<file path="config.mk">
export PLATFORM = sky130hd
export DESIGN_NAME = rf_tune_seq
export DESIGN_NICKNAME = d
export VERILOG_FILES = /design/src/rtl/rf_tune_pkg.sv /design/src/rtl/rf_tune_dp.sv /design/src/rtl/rf_tune_ctrl.sv /design/src/rtl/rf_tune_seq.sv
export SDC_FILE = /design/constraint.sdc
export NUM_CORES = 1
export LEC_CHECK = 0
export ABC_AREA = 1
export BUFFER_PORTS_ARGS = -buffer_cell sky130_fd_sc_hd__buf_2
export CORE_MARGIN = 3
export CORE_UTILIZATION = 55
export CTS_CLUSTER_SIZE = 10
export DETAILED_ROUTE_END_ITERATION = 7
export HOLD_SLACK_MARGIN = 0.08
export PLACE_DENSITY = 0.8
export SETUP_SLACK_MARGIN = 0.5
export SLEW_MARGIN = 10
export SYNTH_ARGS = -nofsm -noshare
export SYNTH_HDL_FRONTEND = slang
export SYNTH_SLANG_ARGS = --single-unit
</file>
<file path="constraint.sdc">
create_clock -name clk -period 2.65 [get_ports clk]
set_input_delay 0.1325 -clock clk [delete_from_list [all_inputs] [get_ports clk]]
set_output_delay 0.1325 -clock clk [all_outputs]
set_load 0.05 [all_outputs]
</file>
<file path="src/rtl/rf_tune_pkg.sv">
package rf_tune_pkg;

  localparam int ADDR_W   = 4;
  localparam int VAL_W    = 20;
  localparam int FRAME_W  = ADDR_W + VAL_W;
  localparam int CHAN_W   = 4;
  localparam int SET_W    = 4;
  localparam int PWR_W    = 5;
  localparam int NUM_CHAN = 14;
  localparam int NUM_SETS = 11;
  localparam int GAIN_ENTRIES = 19;
  localparam logic [VAL_W-1:0] VCO_FLAG = 20'h40000;
  localparam logic [15:0] AUTO_VCO = 16'h6662;

  typedef enum logic [2:0] {
    ST_SYN   = 3'd0,
    ST_DIV   = 3'd1,
    ST_VCO   = 3'd2,
    ST_IDLEM = 3'd3,
    ST_CALM  = 3'd4,
    ST_RUNM  = 3'd5,
    ST_RSSIM = 3'd6,
    ST_GAIN  = 3'd7
  } step_e;

  typedef struct packed {
    logic  latchReq;
    step_e step;
  } ctlStrobe_t;

  function automatic logic [7:0] stdSynth(input logic [CHAN_W-1:0] ch);
    if (ch <= 4'd2)       return 8'h47;
    else if (ch <= 4'd6)  return 8'h67;
    else if (ch <= 4'd10) return 8'h57;
    else if (ch <= 4'd13) return 8'h77;
    else                  return 8'h4f;
  endfunction

  function automatic logic [11:0] divRatio(input logic [CHAN_W-1:0] ch);
    logic [3:0] m;
    m = ch - 4'd1;
    if (ch == 4'd14) return 12'hccc;
    case (m[1:0])
      2'd0:    return 12'h999;
      2'd1:    return 12'h99b;
      2'd2:    return 12'h998;
      default: return 12'h99a;
    endcase
  endfunction

  // Low byte progression shared by all sets; each set is shifted by one step.
  function automatic logic [7:0] vcoLow(input logic [3:0] k);
    case (k)
      4'd0:  return 8'h65;
      4'd1:  return 8'h55;
      4'd2:  return 8'h75;
      4'd3:  return 8'h4d;
      4'd4:  return 8'h6d;
      4'd5:  return 8'h5d;
      4'd6:  return 8'h7d;
      4'd7:  return 8'h43;
      4'd8:  return 8'h63;
      4'd9:  return 8'h53;
      4'd10: return 8'h73;
      4'd11: return 8'h4b;
      4'd12: return 8'h6b;
      default: return 8'h5b;
    endcase
  endfunction

  function automatic logic [15:0] vcoEntry(input logic [SET_W-1:0] set,
                                           input logic [2:0] pair);
    logic [3:0] k;
    logic [7:0] hi;
    k = set + 4'd3 - {2'b00, pair[2:1]};
    if (pair == 3'd1)     hi = 8'h60;
    else if (pair[0])     hi = 8'h64;
    else                  hi = 8'h66;
    return {hi, vcoLow(k)};
  endfunction

  function automatic logic [19:0] gainWord(input logic [PWR_W-1:0] idx);
    case (idx)
      5'd0:  return 20'h0e313;
      5'd1:  return 20'h0fb13;
      5'd2:  return 20'h0e093;
      5'd3:  return 20'h0f893;
      5'd4:  return 20'h0ea93;
      5'd5:  return 20'h1f093;
      5'd6:  return 20'h1f493;
      5'd7:  return 20'h1f693;
      5'd8:  return 20'h1f393;
      5'd9:  return 20'h1f35b;
      5'd10: return 20'h1e6db;
      5'd11: return 20'h1ff3f;
      5'd12: return 20'h1ffff;
      5'd13: return 20'h361d7;
      5'd14: return 20'h37fbf;
      5'd15: return 20'h3ff8b;
      5'd16: return 20'h3ff33;
      5'd17: return 20'h3fb3f;
      default: return 20'h3ffff;
    endcase
  endfunction

endpackage

</file>
<file path="src/rtl/rf_tune_dp.sv">
module rf_tune_dp
  import rf_tune_pkg::*;
(
  input  logic               clk,
  input  logic               rstN,
  input  ctlStrobe_t         ctl,
  input  logic [CHAN_W-1:0]  reqChannel,
  input  logic [SET_W-1:0]   vcoSet,
  input  logic               autocal,
  input  logic [PWR_W-1:0]   pwrIndex,
  output logic               chanOk,
  output logic               gainSkip,
  output logic [FRAME_W-1:0] frameData
);

  localparam logic [SET_W-1:0] LAST_SET = SET_W'(NUM_SETS - 1);

  logic [CHAN_W-1:0] chanL;
  logic [SET_W-1:0]  setL;
  logic              autoL;
  logic [PWR_W-1:0]  pwrL;
  logic [2:0]        pairIdx;
  logic [3:0]        addr;
  logic [VAL_W-1:0]  value;

  assign chanOk = (reqChannel >= CHAN_W'(1)) && (reqChannel <= CHAN_W'(NUM_CHAN));

  always_ff @(posedge clk) begin
    if (!rstN) begin
      chanL    <= CHAN_W'(1);
      setL     <= '0;
      autoL    <= 1'b0;
      pwrL     <= '0;
      gainSkip <= 1'b0;
    end else if (ctl.latchReq) begin
      chanL    <= reqChannel;
      setL     <= (vcoSet > LAST_SET) ? LAST_SET : vcoSet;
      autoL    <= autocal;
      pwrL     <= pwrIndex;
      gainSkip <= (pwrIndex >= PWR_W'(GAIN_ENTRIES));
    end
  end

  always_comb begin
    logic [3:0] cm1;
    cm1 = chanL - 4'd1;
    pairIdx = cm1[3:1];
  end

  always_comb begin
    addr  = 4'd0;
    value = '0;
    case (ctl.step)
      ST_SYN: begin
        addr  = 4'd1;
        value = autoL ? {4'h0, 8'h68, stdSynth(chanL)} : {12'h000, stdSynth(chanL)};
      end
      ST_DIV: begin
        addr  = 4'd2;
        value = {8'h00, divRatio(chanL)};
      end
      ST_VCO: begin
        addr  = 4'd3;
        value = VCO_FLAG | {4'h0, (autoL ? AUTO_VCO : vcoEntry(setL, pairIdx))};
      end
      ST_IDLEM: value = 20'h25f98;
      ST_CALM:  value = 20'h25f9a;
      ST_RUNM:  value = 20'h25f94;
      ST_RSSIM: value = 20'h27fd4;
      ST_GAIN: begin
        addr  = 4'd7;
        value = gainWord(pwrL);
      end
      default: ;
    endcase
  end

  assign frameData = {addr, value};

  // address field stays inside the eight device registers
  assert_addr_range_R1: assert property (@(posedge clk) disable iff (!rstN)
    frameData[23:20] <= 4'd7);

  // the VCO frame always carries the fixed upper flag
  assert_vco_flag_R5: assert property (@(posedge clk) disable iff (!rstN)
    (ctl.step == ST_VCO) |-> (frameData[23:20] == 4'd3 && frameData[18]));

endmodule

</file>
<file path="src/rtl/rf_tune_ctrl.sv">
module rf_tune_ctrl
  import rf_tune_pkg::*;
(
  input  logic       clk,
  input  logic       rstN,
  input  logic       reqValid,
  input  logic       chanOk,
  input  logic       gainSkip,
  input  logic       frameReady,
  input  logic       frameDone,
  output ctlStrobe_t ctl,
  output logic       frameValid,
  output logic       busy,
  output logic       reqError
);

  typedef enum logic [1:0] {C_IDLE, C_OFFER, C_WAIT} cstate_e;

  cstate_e state;
  step_e   step;
  logic    lastStep;

  assign lastStep = (step == ST_GAIN) || (step == ST_RSSIM && gainSkip);

  always_ff @(posedge clk) begin
    if (!rstN) begin
      state    <= C_IDLE;
      step     <= ST_SYN;
      reqError <= 1'b0;
    end else begin
      reqError <= 1'b0;
      case (state)
        C_IDLE: if (reqValid) begin
          if (chanOk) begin
            state <= C_OFFER;
            step  <= ST_SYN;
          end else begin
            reqError <= 1'b1;
          end
        end
        C_OFFER: if (frameReady) state <= C_WAIT;
        C_WAIT: if (frameDone) begin
          if (lastStep) begin
            state <= C_IDLE;
          end else begin
            step  <= step_e'(step + 3'd1);
            state <= C_OFFER;
          end
        end
        default: state <= C_IDLE;
      endcase
    end
  end

  always_comb begin
    ctl.latchReq = (state == C_IDLE) && reqValid && chanOk;
    ctl.step     = step;
  end

  assign frameValid = (state == C_OFFER);
  assign busy       = (state != C_IDLE);

  // an offered frame is withdrawn only after it is taken
  assert_hold_valid_R10: assert property (@(posedge clk) disable iff (!rstN)
    (frameValid && !frameReady) |=> frameValid);

  // a taken frame is followed by a wait, never by another offer
  assert_wait_after_take_R10: assert property (@(posedge clk) disable iff (!rstN)
    (frameValid && frameReady) |=> !frameValid);

  // nothing is offered outside a sequence
  assert_idle_quiet_R9: assert property (@(posedge clk) disable iff (!rstN)
    !busy |-> !frameValid);

  // a rejection never starts a sequence
  assert_reject_no_busy_R8: assert property (@(posedge clk) disable iff (!rstN)
    reqError |-> !busy);

endmodule

</file>
<file path="src/rtl/rf_tune_seq.sv">
module rf_tune_seq
  import rf_tune_pkg::*;
(
  input  logic               clk,
  input  logic               rstN,
  input  logic               reqValid,
  input  logic [CHAN_W-1:0]  reqChannel,
  input  logic [SET_W-1:0]   vcoSet,
  input  logic               autocal,
  input  logic [PWR_W-1:0]   pwrIndex,
  output logic               frameValid,
  output logic [FRAME_W-1:0] frameData,
  input  logic               frameReady,
  input  logic               frameDone,
  output logic               busy,
  output logic               reqError
);

  ctlStrobe_t ctl;
  logic       chanOk;
  logic       gainSkip;

  rf_tune_ctrl u_ctrl (
    .clk        (clk),
    .rstN       (rstN),
    .reqValid   (reqValid),
    .chanOk     (chanOk),
    .gainSkip   (gainSkip),
    .frameReady (frameReady),
    .frameDone  (frameDone),
    .ctl        (ctl),
    .frameValid (frameValid),
    .busy       (busy),
    .reqError   (reqError)
  );

  rf_tune_dp u_dp (
    .clk        (clk),
    .rstN       (rstN),
    .ctl        (ctl),
    .reqChannel (reqChannel),
    .vcoSet     (vcoSet),
    .autocal    (autocal),
    .pwrIndex   (pwrIndex),
    .chanOk     (chanOk),
    .gainSkip   (gainSkip),
    .frameData  (frameData)
  );

  // a stalled frame keeps its contents
  assert_data_stable_R10: assert property (@(posedge clk) disable iff (!rstN)
    (frameValid && !frameReady) |=> $stable(frameData));

endmodule

</file>
Yosys cells after proc, flatten, opt, wreduce, memory -nomap -nowiden
Memory sizes are Yosys's and may differ from the RTL's. A register that Yosys moved wholly into a read port is not among the register bits. Cells that the tools add are included.

Register bits: 21. Output and inout port bits: 27. Input port bits: 19. Bits in read-only memories: 528. Memories kept: 2. Word-level logic and storage cells: 83.

Memory list: (no name shown) (depth 32, bits a word 14, rd ports 1, clocked after memory_dff 1, write ports 0, RTL line rf_tune_pkg.sv:83) `case (idx)`; (no name shown) (depth 16, bits a word 5, rd ports 1, clocked after memory_dff 0, write ports 0, RTL line rf_tune_pkg.sv:53) `case (k)`.

Reduce and logical (&&, ||, !) cells: 13. Add/subtract/negate cells: 4. Equality and inequality tests: 18. Muxes and demuxes: 30. $lt $le $gt $ge: 8.

Operator list (count): 20-bit one-hot mux with 8 select lines (1); 8-bit two-way mux (4); 12-bit two-way mux (2); 16-bit two-way mux (1); 15-bit two-way mux (1); 3-bit == test, second input constant (4); 4-bit less-or-equal comparator, second input constant (3); 3-bit two-way mux (4); 2-bit one-hot mux with 3 select lines (2); 3-bit one-hot mux with 4 select lines (1); 2-bit two-way mux (5); 5-bit two-way mux (2); 3-bit by 1-bit == test with 1-bit output, second input constant (2); 3-bit by 2-bit == test with 1-bit output, second input constant (2); 6-bit two-way mux (1); 2-bit inequality test, second input constant (3); 3-bit one-hot mux with 2 select lines (1); 5-bit >= comparator, second input constant (1); 5-bit AND reduction (1); 4-bit by 2-bit adder with 4-bit output, second input constant (1); 2-bit by 1-bit == test with 1-bit output, second input constant (2); 2-bit == test, second input constant (2); 4-bit == test, second input constant (1); 4-bit by 1-bit >= comparator with 1-bit output, second input constant (1); other kinds (16) (25).

Depth between registers and ports, before layout
Gate-level depths: netlist of run 1.

Depth after elaboration: 7. Gate-level depth with buffers: 15. Depth with buffers taken out: 15.

By module
From an unflattened synthesis of run 1, not the netlist that was laid out.

Cell total of the unflattened synthesis: 343. Area total of the unflattened synthesis: 2278.4 um^2.

By module, submodules not included: rf_tune_dp (times used 1, cells an instance 287, seq. area each 580.6 um^2, area each 1904.3 um^2); rf_tune_ctrl (times used 1, cells an instance 56, seq. area each 120.1 um^2, area each 374.1 um^2).

Worst setup path after synthesis of run 1
Ideal clock, no wire load.

Kind: reg-to-output. Start point: reg u_ctrl.step[0]. End point: out frameData[11]. Arrival time: 2.878 ns. Buffers on the path: 0. Stages on the path, launching flop included: 9. Path slack: -0.361 ns. Required time: 2.518 ns. Path through: dfxtp_1 -> inv_1 -> ha_1 -> inv_1 -> nor2_1 -> nor3_2 -> nand2_1 -> nor2_2 -> o21ai_0.

Longest elaborated chain between the ends: 2. Elaborated cells on any way between the ends: 9. Those cells by class: eq/ne (7); mux (1); reduce/logical (1).

RTL lines: start: declaration (RTL line rf_tune_ctrl.sv:20) `step_e step;`; start signal: assignment (RTL line rf_tune_ctrl.sv:46) `step <= step_e'(step + 3'd1);`; 3-bit == test, or another cell as far along (RTL line rf_tune_dp.sv:53) `case (ctl.step)`; 20-bit one-hot mux with 8 select lines * (RTL line rf_tune_dp.sv:53); end: declaration (RTL line rf_tune_seq.sv:12) `output logic [FRAME_W-1:0] frameData,`.

Every way passes the cells marked *; elsewhere a longest branch is shown, timed or not. The select of a mux whose other input is x is not followed.

Final worst setup path of run 1
Start point: reg u_dp.chanL[1]. End point: out frameData[1].

Longest elaborated chain between the ends: 6. Elaborated cells on any way between the ends: 20. Those cells by class: add/sub (2); order compare (3); eq/ne (3); mux (10); reduce/logical (1); memory (1).

RTL lines: start: declaration (RTL line rf_tune_dp.sv:18) `logic [CHAN_W-1:0] chanL;`; start signal: assignment (RTL line rf_tune_dp.sv:36) `chanL <= reqChannel;`; parallel branches: the longest is 5 deep, another holds memory 16 x 5 bit; 20-bit one-hot mux with 8 select lines * (RTL line rf_tune_dp.sv:53).

Mark *: on every way between the ends. The select of a mux whose other input is x is not followed.

==> flow_summary.ini, run 1 <==
[status]
status = complete, but fails checks
violations = setup timing

[setup_path]
slowest_stage = fa_2
crit_chain = inv_6 -> nand3_4 -> xor2_4 -> ha_4 -> ha_4 -> inv_2 -> fa_2 -> inv_2 -> a21oi_2 -> a21oi_1 -> a21oi_1 -> nand4_1 -> buf_6
worst-r2r-cell-count = 14
cp_data_required_time_ns = 2.52
cpPeakStageDelay_ns = 0.61
startpoint_type = register
critPathKind = reg2out
end_kind = output port
critPathArrivalTime_ns = 2.91
path_max_fanout = 4

[power_and_ir_drop]
switchingPower_mw = 0.9265
ir_drop_uv = 490.7
p_clk_frac = 0.190
power-per-cell-area_nw_per_um2 = 646.8
pwr-share-comb = 0.505
p_int_mw = 1.130
seqPwrFrac = 0.305
switching_share = 0.4506
p_leak_nw = 1.528

[layout]
post-route-util = 0.8250
layout-drive-gt1-share = 0.3614
syn2layout_area_growth_pct = 37.87
seqCellArea_um2 = 720.7
multi_input_area_um2 = 1620
fin_nets = 443
final_cells = 452
antennaDiodeCount = 0
design_area_um2 = 3179
fillers = 245

[yosys]
ys_seq_area_frac = 0.3039
netlist.area_leader.share = 0.3039
yosysMostFrequentCell = nand2_1
yosysTopAreaCell = dfxtp_1
async_reset_ff_frac = 0
yosys-top-cells-area = dfxtp_1 30%, nand2_1 12%, ha_1 11%, inv_1 8.3%, nand3_1 6.1%
ys_types = 33
netlist_instances = 338
synth-edff-count = 0
syn_area_um2 = 2306
synth_warnings = 0
syn_avg_cell_area_um2 = 6.822
ys_ff_latch = 35
synthFlopType = dfxtp_1
synth_common_cells = 72 x nand2_1, 51 x inv_1, 35 x dfxtp_1

[route]
totalWireLength_mm = 7.169
drc = 0
postRouteAntennaNets = 0
drtIter0Drc = 247
drtPass1Iterations = 4
via_count = 2519
post_drt_wl_per_cell_um = 15.86
viasPerCell = 5.573

[run]
maxCapViolCount = 0

[die]
row_count = 22
ios = 46
chipHeight_um = 70.75
core_um2 = 3854
dieArea_um2 = 5006
die_w_um = 70.75
start_util = 0.5984

[timing]
timing.fmax_mhz = 328.3
finalHoldViolations = 0
post-route-min-period_ns = 3.046
post-route-period-util = 1.149
rsz0062_at_grt = yes
whs_ns = 0.1175
setup_ws_ns = -0.3962
setup_viol = 5
slew_violations = 0
clock_skew_ns = 0.006795

[cts]
cts.reportedPaths.clkPinSlew_ns = 0.07
clock_sinks = 35
htree_levels = 2
cts_tree = done
clock_latency_ns = 0.29
cts_buffers = 5
cts_hold_buf = 0
clockRootBuffer = clkbuf_8
clockBufferDepth = 2

[place]
dp_hpwl_mm = 4.266
place_area_um2 = 2623
finalWeightedCongestion = 0.9080
dp.cells = 423
port_buffers = 43

[worst_hold_path]
hold_depth = 4
hp-class = in2reg

[grt]
grt_max_degree = 17
grt_pass1_vias = 2171
grt_antenna_before_repair = 0
grt_pass1_wl_mm = 10.07
grt_overflow = 0
grt.total_usage = 0.2443
## through the flow
step	setup WS (ns)	power (mW)	setup TNS, ns
after floorplan	-0.003631	1.238	-0.003631
after global placement	0.08697	1.392	0
after detailed placement	-0.003558	1.401	-0.003558
after CTS	-0.1489	1.910	-0.5552
after global routing	-0.4996	2.159	-1.737
final	-0.3962	2.056	-1.191
## metal layers
metal  vias up  GRT usage  part of all wire
met4         0    0.07724             0.031
met3        22    0.03977             0.073
met1      1102     0.3497              0.43
met2       162     0.3759              0.46
li1       1233          -                 -
met5         -          0                 0
## worst max-delay path, delay by kind of cell (launching register included)
family	cells	cell delay [ns]
and+or+nand+nor	2	0.26
DFF	1	0.36
xor gates and xnor gates	1	0.17
adders and majority gates	3	1.02
buffers and inverters	4	0.38
AOI/OAI and AO/OA	3	0.42
## layout make-up
| cell class | instances | share of cell area |
|---|---|---|
| clock buffer | 5 | 0.02165 |
| timing repair buffer | 66 | 0.1456 |
| sequential | 35 | 0.2267 |
| multi-input combinational | 238 | 0.5096 |
| inverter | 57 | 0.07123 |
| tap | 48 | 0.01889 |
| clock inverter | 3 | 0.006297 |
## cell usage in the layout (no fill, tap or decap), types with 3 or more instances in the layout
master,Yosys,routed
clkbuf_8,0,5
ha_4,0,6
o21ai_1,7,8
dfxtp_4,0,5
buf_2,4,31
o21ai_0,18,14
nand3_2,5,7
buf_4,3,24
nor2_1,20,15
inv_4,0,3
nor2_4,0,4
dfxtp_1,35,29
nand4_1,10,10
nor2_2,2,3
nor3_1,5,4
xor2_4,0,3
buf_6,0,8
inv_1,51,41
a21oi_2,1,4
ha_1,20,12
nand3_1,28,24
nand2_2,3,9
inv_2,5,11
o21ai_2,2,5
a211oi_1,4,4
nand2_1,72,65
a21oi_1,24,21
## kinds of logic after synthesis
family,count (synthesis),share of synthesized area
AO/OA/AOI/OAI,62,0.1498
XOR/XNOR,5,0.01899
adder cells (fa/ha/maj),21,0.1172
buffers and inverters,66,0.1145
flip-flops,35,0.3039
other,1,0.001626
AND/OR/NAND/NOR,148,0.2941
## path summary, 6_finish.rpt
path | startpoint | to | slack (ns)
max | u_dp.chanL[1]$_SDFFE_PN0P_ | frameData[1] | -0.40
min | frameReady | u_ctrl.state[0]$_SDFFE_PN0P_ | 0.12
max reg2reg | u_ctrl.state[1]$_SDFFE_PN0P_ | register | 0.68
min reg2reg | u_dp.gainSkip$_SDFFE_PN0P_ | u_dp.gainSkip$_SDFFE_PN0P_ | 0.47
## power groups by stage
| stage | combinational (mW) | sequential (mW) | clock, mW |
|---|---|---|---|
| after floorplan | 0.617 | 0.621 | 0 |
| after global placement | 0.766 | 0.626 | 0 |
| after detailed placement | 0.773 | 0.628 | 0 |
| after CTS | 0.905 | 0.618 | 0.387 |
| after global routing | 1.11 | 0.633 | 0.417 |
| final | 1.04 | 0.627 | 0.391 |
## what timing repair did
| action | in CTS | in global routing |
|---|---|---|
| gates resized for setup | 46 | 36 |
| pin swaps | 15 | 15 |
| buffers inserted | 15 | 6 |
| endpoints found under the setup margin | 12 | 18 |
(Power assumes the default switching activity.)
==> run 2: changes to the inputs <==
--- a/config.mk
+++ b/config.mk
@@ -5,15 +5,16 @@
 export SDC_FILE = /design/constraint.sdc
 export NUM_CORES = 1
 export LEC_CHECK = 0
-export ABC_AREA = 1
 export BUFFER_PORTS_ARGS = -buffer_cell sky130_fd_sc_hd__buf_2
+export CELL_PAD_IN_SITES_DETAIL_PLACEMENT = 1
+export CELL_PAD_IN_SITES_GLOBAL_PLACEMENT = 1
 export CORE_MARGIN = 3
-export CORE_UTILIZATION = 55
+export CORE_UTILIZATION = 40
 export CTS_CLUSTER_SIZE = 10
 export DETAILED_ROUTE_END_ITERATION = 7
 export HOLD_SLACK_MARGIN = 0.08
-export PLACE_DENSITY = 0.8
-export SETUP_SLACK_MARGIN = 0.5
+export PLACE_DENSITY_LB_ADDON = 0.1
+export SETUP_SLACK_MARGIN = 0.2
 export SLEW_MARGIN = 10
 export SYNTH_ARGS = -nofsm -noshare
 export SYNTH_HDL_FRONTEND = slang
==> run 2 against run 1 <==
Compared with the run above: the run still ends with setup timing left; count of clock-buffer cells in the layout unchanged; die area grew 38%; non-clock buffer count up 9; total power fell by 21%; global-route usage shrank 2.7 points; synthesized cell count decreased by 10%; sequential cell count unchanged; routed wire length is 9.2% higher; critical path type unchanged.
==> flow_summary.ini, run 2 <==
[status]
status = complete, but fails checks
violations = setup timing

[cts]
cts_hold_buf = 0
clockBufferDepth = 2
clockRootBuffer = clkbuf_8
htree_levels = 2
cts_tree = done
cts.reportedPaths.clkPinSlew_ns = 0.07
cts_buffers = 5
clock_sinks = 35
clock_latency_ns = 0.29

[die]
ios = 46
dieArea_um2 = 6928
row_count = 27
die_w_um = 83.24
chipHeight_um = 83.24
core_um2 = 5642
start_util = 0.4229

[yosys]
synth-edff-count = 0
ys_seq_area_frac = 0.2937
ys_ff_latch = 35
yosysMostFrequentCell = nand2_1
synth_common_cells = 43 x nand2_1, 35 x dfxtp_1, 26 x nor2_1
netlist_instances = 303
netlist.area_leader.share = 0.2937
yosysTopAreaCell = dfxtp_1
ys_types = 61
syn_avg_cell_area_um2 = 7.875
synth_warnings = 0
async_reset_ff_frac = 0
synthFlopType = dfxtp_1
syn_area_um2 = 2386
yosys-top-cells-area = dfxtp_1 29%, ha_1 10%, nand2_1 6.8%, a21oi_1 4.6%, nor2_1 4.1%

[route]
via_count = 2470
met1_length_mm = 3.536
met2_length_mm = 3.729
postRouteAntennaNets = 0
post_drt_wl_per_cell_um = 17.59
drc = 0
top_layer = met4
drtIter0Drc = 112
wl_met3_um = 338
viasPerCell = 5.551
totalWireLength_mm = 7.828
drtPass1Iterations = 4

[setup_path]
worst-r2r-cell-count = 7
cp_data_required_time_ns = 2.52
r2r-start = u_ctrl.step[0]$_SDFFE_PN0P_
end_kind = output port
path_delay_family = adder cells
slowest_stage = or4_4
r2r-end = u_ctrl.step[2]$_SDFFE_PN0P_
crit_chain = nor3_4 -> xnor2_2 -> ha_4 -> ha_4 -> inv_2 -> fa_2 -> xor2_2 -> buf_4 -> or4_4 -> o21ai_4 -> o21ai_4 -> buf_6
cpPeakStageDelay_ns = 0.42
critPathKind = reg2out
path_max_fanout = 3
startpoint_type = register
crit_buf_inv = 3
critPathArrivalTime_ns = 2.84
ff2ff_setup_slack_ns = 0.38

[power_and_ir_drop]
ir_drop_uv = 301.2
power-per-cell-area_nw_per_um2 = 512.6
p_leak_nw = 1.454

[timing]
rsz0062_at_grt = yes
setup_ws_ns = -0.3198
setup_viol = 5
post-route-min-period_ns = 2.970
slew_headroom = 0.6249
tightest_slew_ns = 0.5605
finalHoldViolations = 0
slew_violations = 0
clock_skew_ns = 0.005741
post-route-period-util = 1.121
timing.fmax_mhz = 336.7
fin_setup_tns_ns = -1.017

[grt]
grt_antenna_before_repair = 0
grt.total_usage = 0.2175
grt_overflow = 0
grt_max_degree = 20
grt_pass1_vias = 2553
grt_pass1_wl_mm = 12.49

[layout]
design_area_um2 = 3181
antennaDiodeCount = 0
final_cells = 445
syn2layout_area_growth_pct = 33.30
layout-drive-gt1-share = 0.3378
layout.cells.most_common_list = 42 x nand2_1, 37 x buf_2, 32 x buf_4
fin_nets = 412
post-route-util = 0.5638
final_common_cell = nand2_1
fillers = 692

[place]
port_buffers = 43
dp_hpwl_mm = 5.385
dp.cells = 428
finalWeightedCongestion = 0.8737
place_area_um2 = 2851

[worst_hold_path]
worstHoldStart = frameReady
whs_endpoint = u_ctrl.state[1]$_SDFFE_PN0P_
hp-class = in2reg
hold_depth = 3

[run]
maxCapViolCount = 0
## run 2: changes by cell type in the layout (fill, tap and decap cells not counted), moves of 8 or more
cell / previous run / this run
nand2_2: 9 / 1
o21ai_0: 14 / 5
nor2_1: 15 / 25
nand3_1: 24 / 10
buf_4: 24 / 32
inv_1: 41 / 16
nand2_1: 65 / 42
## run 2: power by group
part / leakage, nW / switching, mW / internal, mW
Sequential: 0.289 / 0.0308 / 0.569
Clock: 0.0581 / 0.209 / 0.280
Combinational: 1.11 / 0.305 / 0.235
Total: 1.45 / 0.546 / 1.08
## run 2: worst register-to-register path, cell delays in order (launching register included)
cell and delay (ns):
dfxtp_2 0.37, ha_1 0.26, ha_1 0.23, buf_4 0.21, a31o_2 0.26, a221o_1 0.39, or3_1 0.34, a21oi_1 0.14
## run 2: cell families (layout without fill, tap and decap cells)
logic type,after synthesis,after routing,share of synthesized area
AND/OR/NAND/NOR,120,120,0.2465
AO/OA/AOI/OAI,74,74,0.2019
buffers and inverters,37,106,0.06922
flip-flops,35,35,0.2937
adder cells (fa/ha/maj),21,21,0.1133
multiplexers,10,10,0.04981
XOR/XNOR,5,5,0.02412
other,1,2,0.001572
## run 2: timing repair
item | CTS | global route
setup endpoints to repair | 5 | 14
gates cloned | 0 | 0
setup buffers | 5 | 4
pin swaps | 12 | 9
resized for setup | 27 | 11
## run 2: final cells by class
class / instances / area (um^2) / share of cell area
tap: 72 / 90.09 / 0.02832
inverter: 23 / 86.33 / 0.02714
multi-input combinational: 232 / 1688 / 0.5307
sequential: 35 / 710.7 / 0.2234
clock inverter: 3 / 43.79 / 0.01377
timing repair buffer: 75 / 493.0 / 0.1550
clock buffer: 5 / 68.82 / 0.02164
## run 2: worst max-delay path by stage
stage | cells after the start | slack (ns) | startpoint | endpoint
2_1_floorplan | 11 | 0.02 | u_dp.chanL[2]$_SDFFE_PN0P_ | frameData[4]
3_3_place_gp | 12 | -0.09 | u_dp.chanL[1]$_SDFFE_PN0P_ | frameData[4]
3_5_place_dp | 12 | -0.18 | u_dp.chanL[1]$_SDFFE_PN0P_ | frameData[4]
4_1_cts | 10 | -0.26 | u_dp.chanL[0]$_SDFFE_PN1P_ | frameData[4]
5_1_grt | 12 | -0.41 | u_dp.chanL[1]$_SDFFE_PN0P_ | frameData[4]
6_report | 12 | -0.32 | u_dp.chanL[1]$_SDFFE_PN0P_ | frameData[4]
## run 2: routing by layer
layer  vias up  track usage
met5         -            0
met4         0      0.05795
met3        20      0.03472
met2        71       0.3688
met1      1181       0.2857
li1       1198            -
## run 2: metrics by stage
| stage | hold WS, ns | power [mW] | setup slack, ns |
|---|---|---|---|
| finish | 0.1036 | 1.630 | -0.3198 |
| global route | 0.1148 | 1.714 | -0.4132 |
| floorplan | 0.2610 | 0.9131 | 0.01836 |
| CTS | 0.09561 | 1.588 | -0.2625 |
| global placement | 0.3775 | 1.031 | -0.08637 |
| detailed placement | 0.3885 | 1.044 | -0.1764 |
==> run 3: changes to the inputs <==
--- a/config.mk
+++ b/config.mk
@@ -14,7 +14,7 @@
 export DETAILED_ROUTE_END_ITERATION = 7
 export HOLD_SLACK_MARGIN = 0.08
 export PLACE_DENSITY_LB_ADDON = 0.1
-export SETUP_SLACK_MARGIN = 0.2
+export SETUP_SLACK_MARGIN = 0.15
 export SLEW_MARGIN = 10
 export SYNTH_ARGS = -nofsm -noshare
 export SYNTH_HDL_FRONTEND = slang
==> run 3 against run 2 <==
Compared with the run above: the flow still finishes with violations (setup timing); die area stayed put; clock power hardly changed; critical endpoint unchanged; routed wire length is 0.69% lower; first-iteration DRC count is 28% higher; global-route usage is 0.084 points lower; clock skew is 0.0045 ns higher; largest cell class unchanged; sequential power hardly changed; sequential cell count stayed put.
==> flow_summary.ini, run 3 (same netlist as run 2, synthesis figures left out) <==
[status]
status = complete, but fails checks
violations = setup timing

[layout]
antennaDiodeCount = 0
seqCellArea_um2 = 710.7
fillers = 706
layout.cells.most_common_list = 42 x nand2_1, 37 x buf_2, 31 x dfxtp_1
fin_nets = 409
multi_input_area_um2 = 1689
layout-drive-gt1-share = 0.3216
design_area_um2 = 3166
final_common_cell = nand2_1
syn2layout_area_growth_pct = 32.67
post-route-util = 0.5611

[route]
via_count = 2467
drtPass1Iterations = 4
drc = 0
viasPerCell = 5.581
drtIter0Drc = 143
postRouteAntennaNets = 0
totalWireLength_mm = 7.774
post_drt_wl_per_cell_um = 17.59

[setup_path]
slowest_stage = or4_4
ff2ff_setup_slack_ns = 0.33
critPathKind = reg2out
crit_chain = nor3_4 -> xnor2_2 -> ha_4 -> ha_4 -> inv_2 -> fa_2 -> or4_4 -> o21ai_4 -> o21ai_4 -> buf_6
cpPeakStageDelay_ns = 0.57
critPathArrivalTime_ns = 2.83
r2r-end = u_ctrl.step[2]$_SDFFE_PN0P_
startpoint_type = register
cp_data_required_time_ns = 2.52
r2r-start = u_ctrl.step[0]$_SDFFE_PN0P_
end_kind = output port
worst-r2r-cell-count = 7
path_max_fanout = 4

[grt]
grt_antenna_before_repair = 0
grt_pass1_wl_mm = 12.32
grt_max_degree = 20
grt_overflow = 0
grt_pass1_vias = 2498
grt.total_usage = 0.2166

[cts]
cts.reportedPaths.clkPinSlew_ns = 0.08
clock_sinks = 35
htree_levels = 2
cts_buffers = 5
clock_latency_ns = 0.29
cts_tree = done
clockBufferDepth = 2
clockRootBuffer = clkbuf_8

[timing]
post-route-period-util = 1.119
finalHoldViolations = 0
tightest_slew_ns = 0.5856
rsz0062_at_grt = yes
setup_ws_ns = -0.3147
slew_headroom = 0.6082
timing.fmax_mhz = 337.3
post-route-min-period_ns = 2.965
slew_violations = 0
setup_viol = 5
clock_skew_ns = 0.01023
fin_setup_tns_ns = -1.045

[worst_hold_path]
worstHoldStart = frameReady
hp-class = in2reg
whs_endpoint = u_ctrl.state[1]$_SDFFE_PN0P_
hold_depth = 3

[die]
die_w_um = 83.24
dieArea_um2 = 6928
row_count = 27
core_um2 = 5642
ios = 46
chipHeight_um = 83.24
start_util = 0.4229

[power_and_ir_drop]
total_power_mw = 1.618
ir_drop_uv = 343.3
power-per-cell-area_nw_per_um2 = 511.1
p_leak_nw = 1.447

[place]
dp_hpwl_mm = 5.392
place_area_um2 = 2851
finalWeightedCongestion = 0.9036
dp_slack_ns = -0.1527
port_buffers = 43

[run]
maxCapViolCount = 0
-- run 3: layer usage --
metal	track usage	vias up	share of wire	routed length (um)
li1	-	1194	-	-
met1	0.2818	1170	0.46	3562
met2	0.3477	82	0.46	3561
met3	0.05060	21	0.056	435
met4	0.08024	0	0.028	215
met5	0	-	0	0
-- run 3: final cells by class --
cell class	count	share of cell area
multi-input cells	232	0.5336
flip-flops and latches	35	0.2245
repair buffers	72	0.1506
well taps	72	0.02846
inverters	23	0.02727
clock buffers	5	0.02174
clock inverters	3	0.01383
-- run 3: critical path: cells and delay by family (launching register included) --
kind                     cells  cell delay, ns
buffers and inverters        2            0.22
AO/OA/AOI/OAI                2            0.15
AND/OR/NAND/NOR              2            0.78
flip-flops                   1            0.36
XOR/XNOR                     1            0.17
adder cells (fa/ha/maj)      3            0.87
-- run 3: per-stage QoR --
stage	instances	hold WS [ns]
3_5_place_dp	428	0.3874
4_1_cts	440	0.08249
6_report	442	0.08469
3_3_place_gp	428	0.3779
2_1_floorplan	304	0.2610
5_1_grt	442	0.09217
-- run 3: where the power goes --
group	leakage (nW)	switching, mW	internal [mW]	total, mW
clock network	0.0581	0.211	0.280	0.491
logic	1.10	0.299	0.228	0.527
registers	0.289	0.0302	0.569	0.600
-- run 3: worst max-delay path by stage --
stage,from,to,slack (ns),cells past startpoint
2_1_floorplan,u_dp.chanL[2]$_SDFFE_PN0P_,frameData[4],0.02,11
4_1_cts,u_dp.chanL[0]$_SDFFE_PN1P_,frameData[4],-0.28,10
3_5_place_dp,u_dp.chanL[1]$_SDFFE_PN0P_,frameData[4],-0.15,12
5_1_grt,u_dp.chanL[1]$_SDFFE_PN0P_,frameData[4],-0.39,10
3_3_place_gp,u_dp.chanL[1]$_SDFFE_PN0P_,frameData[4],-0.09,12
6_report,u_dp.chanL[1]$_SDFFE_PN0P_,frameData[4],-0.31,10
-- run 3: repair_timing --
action | in CTS | in global routing
resized for setup | 26 | 11
endpoints found under the setup margin | 5 | 14
endpoints found under the hold margin | 1 | 0
setup buffers | 3 | 2
pin swaps | 11 | 9
hold buffers | 1 | 0
